==> src/rtl/phy_regbank_pkg.sv <==
package phy_regbank_pkg;
  localparam int BUS_W     = 32;
  localparam int HALF_W    = BUS_W / 2;
  localparam int ADDR_W    = 6;
  localparam int IDX_W     = ADDR_W - 2;
  localparam int NUM_CTL   = 12;
  localparam int NUM_STS   = 2;
  localparam int NUM_WORDS = NUM_CTL + NUM_STS;
  localparam int NUM_LANES = 4;

  // control word indices the field slicing depends on
  localparam int W_POWER  = 0;
  localparam int W_PLLDIV = 1;
  localparam int W_CLKCFG = 2;
  localparam int W_EMPH   = 3;
  localparam int W_AMP    = 4;
  localparam int W_SCALE  = 5;
  localparam int W_SSC    = 6;
  localparam int W_PLLCTL = 8;
  localparam int W_TXCTL  = 9;
  localparam int W_AUXPWR = 10;
  localparam int W_AUXCFG = 11;

  typedef logic [HALF_W-1:0] half_t;

  typedef struct packed {
    logic [NUM_CTL-1:0] wrSel;
    half_t              wrMask;
    half_t              wrVal;
    logic               rdGo;
    logic               rdHit;
    logic [IDX_W-1:0]   rdIdx;
  } bank_strobe_t;
endpackage

==> src/rtl/phy_regbank_ctl.sv <==
module phy_regbank_ctl
  import phy_regbank_pkg::*;
(
  input  logic              wrEn,
  input  logic              rdEn,
  input  logic [ADDR_W-1:0] addr,
  input  logic [BUS_W-1:0]  wrData,
  output bank_strobe_t      strobe
);
  logic [IDX_W-1:0] wordIdx;
  logic [NUM_CTL-1:0] selVec;
  logic unusedAddrLow;

  assign wordIdx       = addr[ADDR_W-1:2];
  assign unusedAddrLow = ^addr[1:0];

  for (genvar k = 0; k < NUM_CTL; k++) begin : g_sel
    assign selVec[k] = wrEn && (wordIdx == IDX_W'(k));
  end

  always_comb begin
    strobe.wrSel  = selVec;
    strobe.wrMask = wrData[BUS_W-1:HALF_W];
    strobe.wrVal  = wrData[HALF_W-1:0];
    strobe.rdGo   = rdEn;
    strobe.rdHit  = wordIdx < IDX_W'(NUM_WORDS);
    strobe.rdIdx  = wordIdx;
  end
endmodule

==> src/rtl/phy_regbank_dp.sv <==
module phy_regbank_dp
  import phy_regbank_pkg::*;
(
  input  logic                           clk,
  input  logic                           rst,
  input  bank_strobe_t                   strobe,
  input  logic                           pllReady,
  input  logic [HALF_W-1:0]              statusIn,
  output logic [NUM_CTL-1:0][HALF_W-1:0] bankWords,
  output logic [BUS_W-1:0]               rdData
);
  half_t rdWord;

  for (genvar w = 0; w < NUM_CTL; w++) begin : g_word
    always_ff @(posedge clk) begin
      if (rst) begin
        bankWords[w] <= '0;
      end else if (strobe.wrSel[w]) begin
        bankWords[w] <= (bankWords[w] & ~strobe.wrMask) |
                        (strobe.wrVal & strobe.wrMask);
      end
    end
  end

  always_comb begin
    rdWord = '0;
    if (strobe.rdHit) begin
      if (strobe.rdIdx < IDX_W'(NUM_CTL)) begin
        rdWord = bankWords[strobe.rdIdx];
      end else if (strobe.rdIdx == IDX_W'(NUM_CTL)) begin
        rdWord = {{(HALF_W-1){1'b0}}, pllReady};
      end else begin
        rdWord = statusIn;
      end
    end
  end

  always_ff @(posedge clk) begin
    if (rst) begin
      rdData <= '0;
    end else if (strobe.rdGo) begin
      rdData <= {{HALF_W{1'b0}}, rdWord};
    end
  end
endmodule

==> src/rtl/phy_ctl_regbank.sv <==
module phy_ctl_regbank
  import phy_regbank_pkg::*;
(
  input  logic                        clk,
  input  logic                        rst,
  input  logic                        wrEn,
  input  logic                        rdEn,
  input  logic [ADDR_W-1:0]           addr,
  input  logic [BUS_W-1:0]            wrData,
  output logic [BUS_W-1:0]            rdData,
  input  logic                        pllReady,
  input  logic [HALF_W-1:0]           statusIn,
  output logic [NUM_LANES-1:0]        laneIdle,
  output logic [NUM_LANES-1:0]        lanePwrDn,
  output logic                        iddqEn,
  output logic                        pllPwrDn,
  output logic [14:0]                 pllDiv,
  output logic [2:0]                  txTerm,
  output logic [1:0]                  rateSel,
  output logic [3:0]                  refDiv,
  output logic [4*NUM_LANES-1:0]      laneEmph,
  output logic [3*NUM_LANES-1:0]      laneAmp,
  output logic [2*NUM_LANES-1:0]      laneAmpScale,
  output logic [1:0]                  txMode,
  output logic [3:0]                  sscDepth,
  output logic                        sscEn,
  output logic [9:0]                  sscCount,
  output logic [HALF_W-1:0]           pllCtl,
  output logic [HALF_W-1:0]           txCtl,
  output logic                        auxRcvPdSel,
  output logic                        auxDrvPdSel,
  output logic                        auxIdle,
  output logic                        auxRcvPd,
  output logic                        auxDrvPd,
  output logic [2:0]                  auxRcvVcm,
  output logic [1:0]                  auxMode,
  output logic [1:0]                  auxAmpScale,
  output logic [2:0]                  auxAmp,
  output logic [2:0]                  auxTerm
);
  bank_strobe_t strobe;
  logic [NUM_CTL-1:0][HALF_W-1:0] bankWords;
  logic unusedBankParity;

  phy_regbank_ctl u_ctl (
    .wrEn   (wrEn),
    .rdEn   (rdEn),
    .addr   (addr),
    .wrData (wrData),
    .strobe (strobe)
  );

  phy_regbank_dp u_dp (
    .clk       (clk),
    .rst       (rst),
    .strobe    (strobe),
    .pllReady  (pllReady),
    .statusIn  (statusIn),
    .bankWords (bankWords),
    .rdData    (rdData)
  );

  assign unusedBankParity = ^bankWords;

  assign laneIdle  = bankWords[W_POWER][11:8];
  assign lanePwrDn = bankWords[W_POWER][7:4];
  assign iddqEn    = bankWords[W_POWER][1];
  assign pllPwrDn  = bankWords[W_POWER][0];

  assign pllDiv  = bankWords[W_PLLDIV][14:0];
  assign txTerm  = bankWords[W_CLKCFG][10:8];
  assign rateSel = bankWords[W_CLKCFG][5:4];
  assign refDiv  = bankWords[W_CLKCFG][3:0];

  for (genvar l = 0; l < NUM_LANES; l++) begin : g_lane
    assign laneEmph[4*l +: 4]     = bankWords[W_EMPH][4*l +: 4];
    assign laneAmp[3*l +: 3]      = bankWords[W_AMP][4*l +: 3];
    assign laneAmpScale[2*l +: 2] = bankWords[W_SCALE][2*l +: 2];
  end
  assign txMode = bankWords[W_SCALE][9:8];

  assign sscDepth = bankWords[W_SSC][15:12];
  assign sscEn    = bankWords[W_SSC][11];
  assign sscCount = bankWords[W_SSC][9:0];

  assign pllCtl = bankWords[W_PLLCTL];
  assign txCtl  = bankWords[W_TXCTL];

  assign auxRcvPdSel = bankWords[W_AUXPWR][5];
  assign auxDrvPdSel = bankWords[W_AUXPWR][4];
  assign auxIdle     = bankWords[W_AUXPWR][2];
  assign auxRcvPd    = bankWords[W_AUXPWR][1];
  assign auxDrvPd    = bankWords[W_AUXPWR][0];

  assign auxRcvVcm   = bankWords[W_AUXCFG][14:12];
  assign auxMode     = bankWords[W_AUXCFG][11:10];
  assign auxAmpScale = bankWords[W_AUXCFG][9:8];
  assign auxAmp      = bankWords[W_AUXCFG][6:4];
  assign auxTerm     = bankWords[W_AUXCFG][2:0];
endmodule

==> config.mk <==
export PLATFORM = sky130hd
export DESIGN_NAME = phy_ctl_regbank
export DESIGN_NICKNAME = d
export VERILOG_FILES = /design/src/rtl/phy_regbank_pkg.sv /design/src/rtl/phy_regbank_ctl.sv /design/src/rtl/phy_regbank_dp.sv /design/src/rtl/phy_ctl_regbank.sv
export SDC_FILE = /design/constraint.sdc
export NUM_CORES = 1
export LEC_CHECK = 0
export CAP_MARGIN = 30
export CORE_ASPECT_RATIO = 0.8
export CORE_MARGIN = 5
export CORE_UTILIZATION = 52
export CTS_BUF_LIST = sky130_fd_sc_hd__clkbuf_4 sky130_fd_sc_hd__clkbuf_8 sky130_fd_sc_hd__clkbuf_16
export CTS_CLUSTER_DIAMETER = 100
export DETAILED_ROUTE_END_ITERATION = 10
export GPL_TIMING_DRIVEN = 0
export PLACE_DENSITY = 0.85
export SLEW_MARGIN = 10
export SYNTH_ARGS = -nofsm -noshare
export SYNTH_HDL_FRONTEND = slang
export SYNTH_SLANG_ARGS = --single-unit
==> constraint.sdc <==
create_clock -name clk -period 1.7 [get_ports clk]
set_input_delay 0.34 -clock clk [delete_from_list [all_inputs] [get_ports clk]]
set_output_delay 0.34 -clock clk [all_outputs]
set_load 0.005 [all_outputs]
==> impl_metrics.csv <==
group,metric,value,unit
outcome,status,"finished with violations",
outcome,violations,"negative setup slack",
die,start_util,53.19,%
setup_path,worst-endpoint-arrival,2090,ps
clocking,cts-root-buf,"clkbuf_16",
timing,final_hold_viol_count,0,
global_routing,grt_pass1_wl,64.48,mm
routing,drtPass1Iterations,8,
global_routing,antenna_found_initial,0,
power,p_leak,8.250,nW
place,placed_cells,1696,
final_layout,final_cells,1823,
timing,rsz0062_at_grt,"yes",
die,die-height,140.7,µm
timing,min_period_over_period,102.1,%
setup_path,required,2050,ps
timing,fin_ws,-35.49,ps
global_routing,grt_pass1_vias,11011,
yosys,ys_ff_latch,208,
die,io_pins,228,
setup_path,cp_max_fo,10,
power,p_int,0.008225,W
timing,finalSetupViolations,4,
global_routing,grt_remaining_overflow,0,
yosys,synthCells,1206,
clocking,clock_latency,500,ps
final_layout,drive_gt1_share,33.72,%
final_layout,area_growth,36.05,%
yosys,postSynthAreaPerCell,9.207,µm²
die,chipWidth,173.4,µm
setup_path,worst_setup_path_start_kind,"input pin",
clocking,htree_levels,1,
place,place_area,13560,µm²
routing,route.vias.total,11092,
yosys,seq_area_frac_synth,37.50,%
final_layout,stdcell_area,15110,µm²
timing,hold_slack,372.5,ps
power,clkPwrFrac,43.2,%
global_routing,track_usage,33.88,%
setup_path,crit_type,"input pin to register",
place,dp_hpwl,28.72,mm
place,gp_congestion,0.9853,
power,p_seq_share,44.6,%
power,swShare,26.20,%
final_layout,fin_nets,1599,
flow_run,cap_violations,0,
power,peakVddDrop,581.7,µV
routing,drcViolationCount,0,
power,power_frac_comb,12.2,%
timing,finClkSkew,8.180,ps
setup_path,cp-end-kind,"register",
timing,fmax,576.2,MHz
routing,routed_wl,43.63,mm
clocking,clk_pin_slew,70,ps
clocking,cts_num_sinks,208,
clocking,clk_path_buf_depth,3,
final_layout,antenna_cells,0,
clocking,cts_tree,"done",
routing,drtIter0Drc,1769,
routing,avgViaCountPerCell,6.084,
routing,ant_nets,0,
place,numPortBuffers,206,
yosys,yosysUniqueCellTypes,24,
timing,final_max_slew_viol_count,0,
routing,wl_per_cell,23.94,µm
timing,fin_crit,1735,ps
place,dpl_worst_slack,-1083,ps
yosys,synth_warnings,0,
power,powerDensity,737.8,nW/µm²
global_routing,grt_max_degree,15,
die,core_area,20880,µm²
die,fp-row-count,47,
min_path,hold_class,"input pin to register",
timing,slew_headroom,33.51,%
final_layout,fillers,1517,
clocking,numCtsBuffers,21,
yosys,synth_area,11100,µm²
power,p_sw,0.002920,W
timing,tightest_slew,997.3,ps
die,die_area,24390,µm²
[synthesized netlist by cell type]
| library cell | instances | area share (%) |
|---|---|---|
| buf_6 | 1 | 0.10 |
| buf_1 | 8 | 0.27 |
| nor2_1 | 193 | 6.5 |
| mux2i_1 | 223 | 20 |
| nor3b_1 | 1 | 0.068 |
| dfxtp_1 | 208 | 38 |
| mux4_2 | 33 | 6.7 |
| clkbuf_1 | 63 | 2.1 |
| nor3_1 | 16 | 0.72 |
| nand2b_1 | 2 | 0.11 |
| a211oi_1 | 15 | 1.0 |
| buf_4 | 152 | 10 |
| a21oi_1 | 1 | 0.045 |
| and3b_1 | 2 | 0.16 |
| and2_1 | 2 | 0.11 |
| o22ai_1 | 31 | 1.7 |
| or2_2 | 2 | 0.11 |
| buf_2 | 40 | 1.8 |
| nor2b_1 | 2 | 0.11 |
| nand3_1 | 192 | 8.7 |
| o21ai_0 | 1 | 0.045 |
| conb_1 | 1 | 0.034 |
| mux2_2 | 16 | 1.6 |
| nand2_1 | 1 | 0.034 |
[layer usage]
layer | vias up | share of wire [%] | wire length [µm] | GRT usage, %
met1 | 5174 | 37 | 16080 | 44.06
met4 | 0 | 6.1 | 2678 | 16.92
li1 | 4690 | - | - | -
met2 | 997 | 42 | 18360 | 51.93
met5 | - | 0 | 0 | 0
met3 | 231 | 15 | 6520 | 9.743
[path summary, 6_finish.rpt]
path | start | endpoint | slack, ps | cells past startpoint
setup reg to reg | register | u_dp.rdData[0] | 90 | 5
hold / removal | rdEn | u_dp.rdData[4] | 370 | 3
hold reg to reg | register | register | 500 | 2
setup / recovery | addr[2] | register | -40 | 6
[critical path, cell delays in order]
cell and delay (ps):
dlygate4sd2_1 420, nor2b_2 270, buf_1 560, nand3_1 210, mux2i_1 220, nor2_1 60
[layout by cell type (no fill, tap or decap), types with 4 or more instances in the layout]
master           Yosys  routed
buf_2               40       8
clkbuf_8             0       6
mux2_2              16      16
clkdlybuf4s50_1      0      54
dfxtp_2              0     136
mux2i_1            223     223
dlymetal6s2s_1       0      12
dlygate4sd2_1        0     139
buf_1                8       4
mux4_2              33      33
a211oi_1            15      15
clkbuf_16            0      21
nor3_1              16      16
dfxtp_4              0       4
o22ai_1             31      31
buf_6                1       8
clkbuf_4             0      15
conb_1               1      16
buf_4              152     262
nor2_1             193     193
clkbuf_1            63      57
clkbuf_2             0       7
nand3_1            192     192
dfxtp_1            208      68
[power by group through the flow]
| stage | clock network [W] | registers, W | logic (W) |
|---|---|---|---|
| 6_report | 0.00481 | 0.00497 | 0.00136 |
| 5_1_grt | 0.00496 | 0.00497 | 0.00138 |
| 4_1_cts | 0.00474 | 0.00497 | 0.00127 |
| 3_5_place_dp | 0 | 0.00508 | 0.00124 |
| 3_3_place_gp | 0 | 0.00508 | 0.00123 |
| 2_1_floorplan | 0 | 0.00507 | 0.000649 |
[area by class of cell]
class | instances | area [µm²] | share of cell area [%]
Timing Repair Buffer | 297 | 2596 | 17.19
Clock inverter | 4 | 48.80 | 0.3230
Multi-Input combinational cell | 749 | 5381 | 35.63
Tap cell | 269 | 336.6 | 2.228
Clock buffer | 33 | 653.1 | 4.324
Buffer | 263 | 1740 | 11.52
Sequential cell | 208 | 4349 | 28.79
[timing repair]
action	4_1_cts	5_1_grt
hold buffers	0	0
endpoints found under the setup margin	323	154
buffers inserted	90	1
hold endpoints to repair	0	0
resized for setup	307	57
[logic make-up after synthesis]
logic type      Yosys count  share of synthesized area [%]
simple gates            413                          16.61
mux                     272                          28.42
buf+inv                 264                          14.58
flops                   208                          37.50
compound gates           48                          2.851
other cells               1                        0.03377
[metrics by stage]
stage               util, %  TNS [ps]  total power [W]
finish                72.36    -69.09          0.01115
global placement      64.94   -131210         0.006309
floorplan                 -         0         0.005719
CTS                   71.87         0          0.01098
global route          72.36    -367.1          0.01131
detailed placement    64.94   -141110         0.006328
Note: power is estimated with default switching activity, not from simulation.
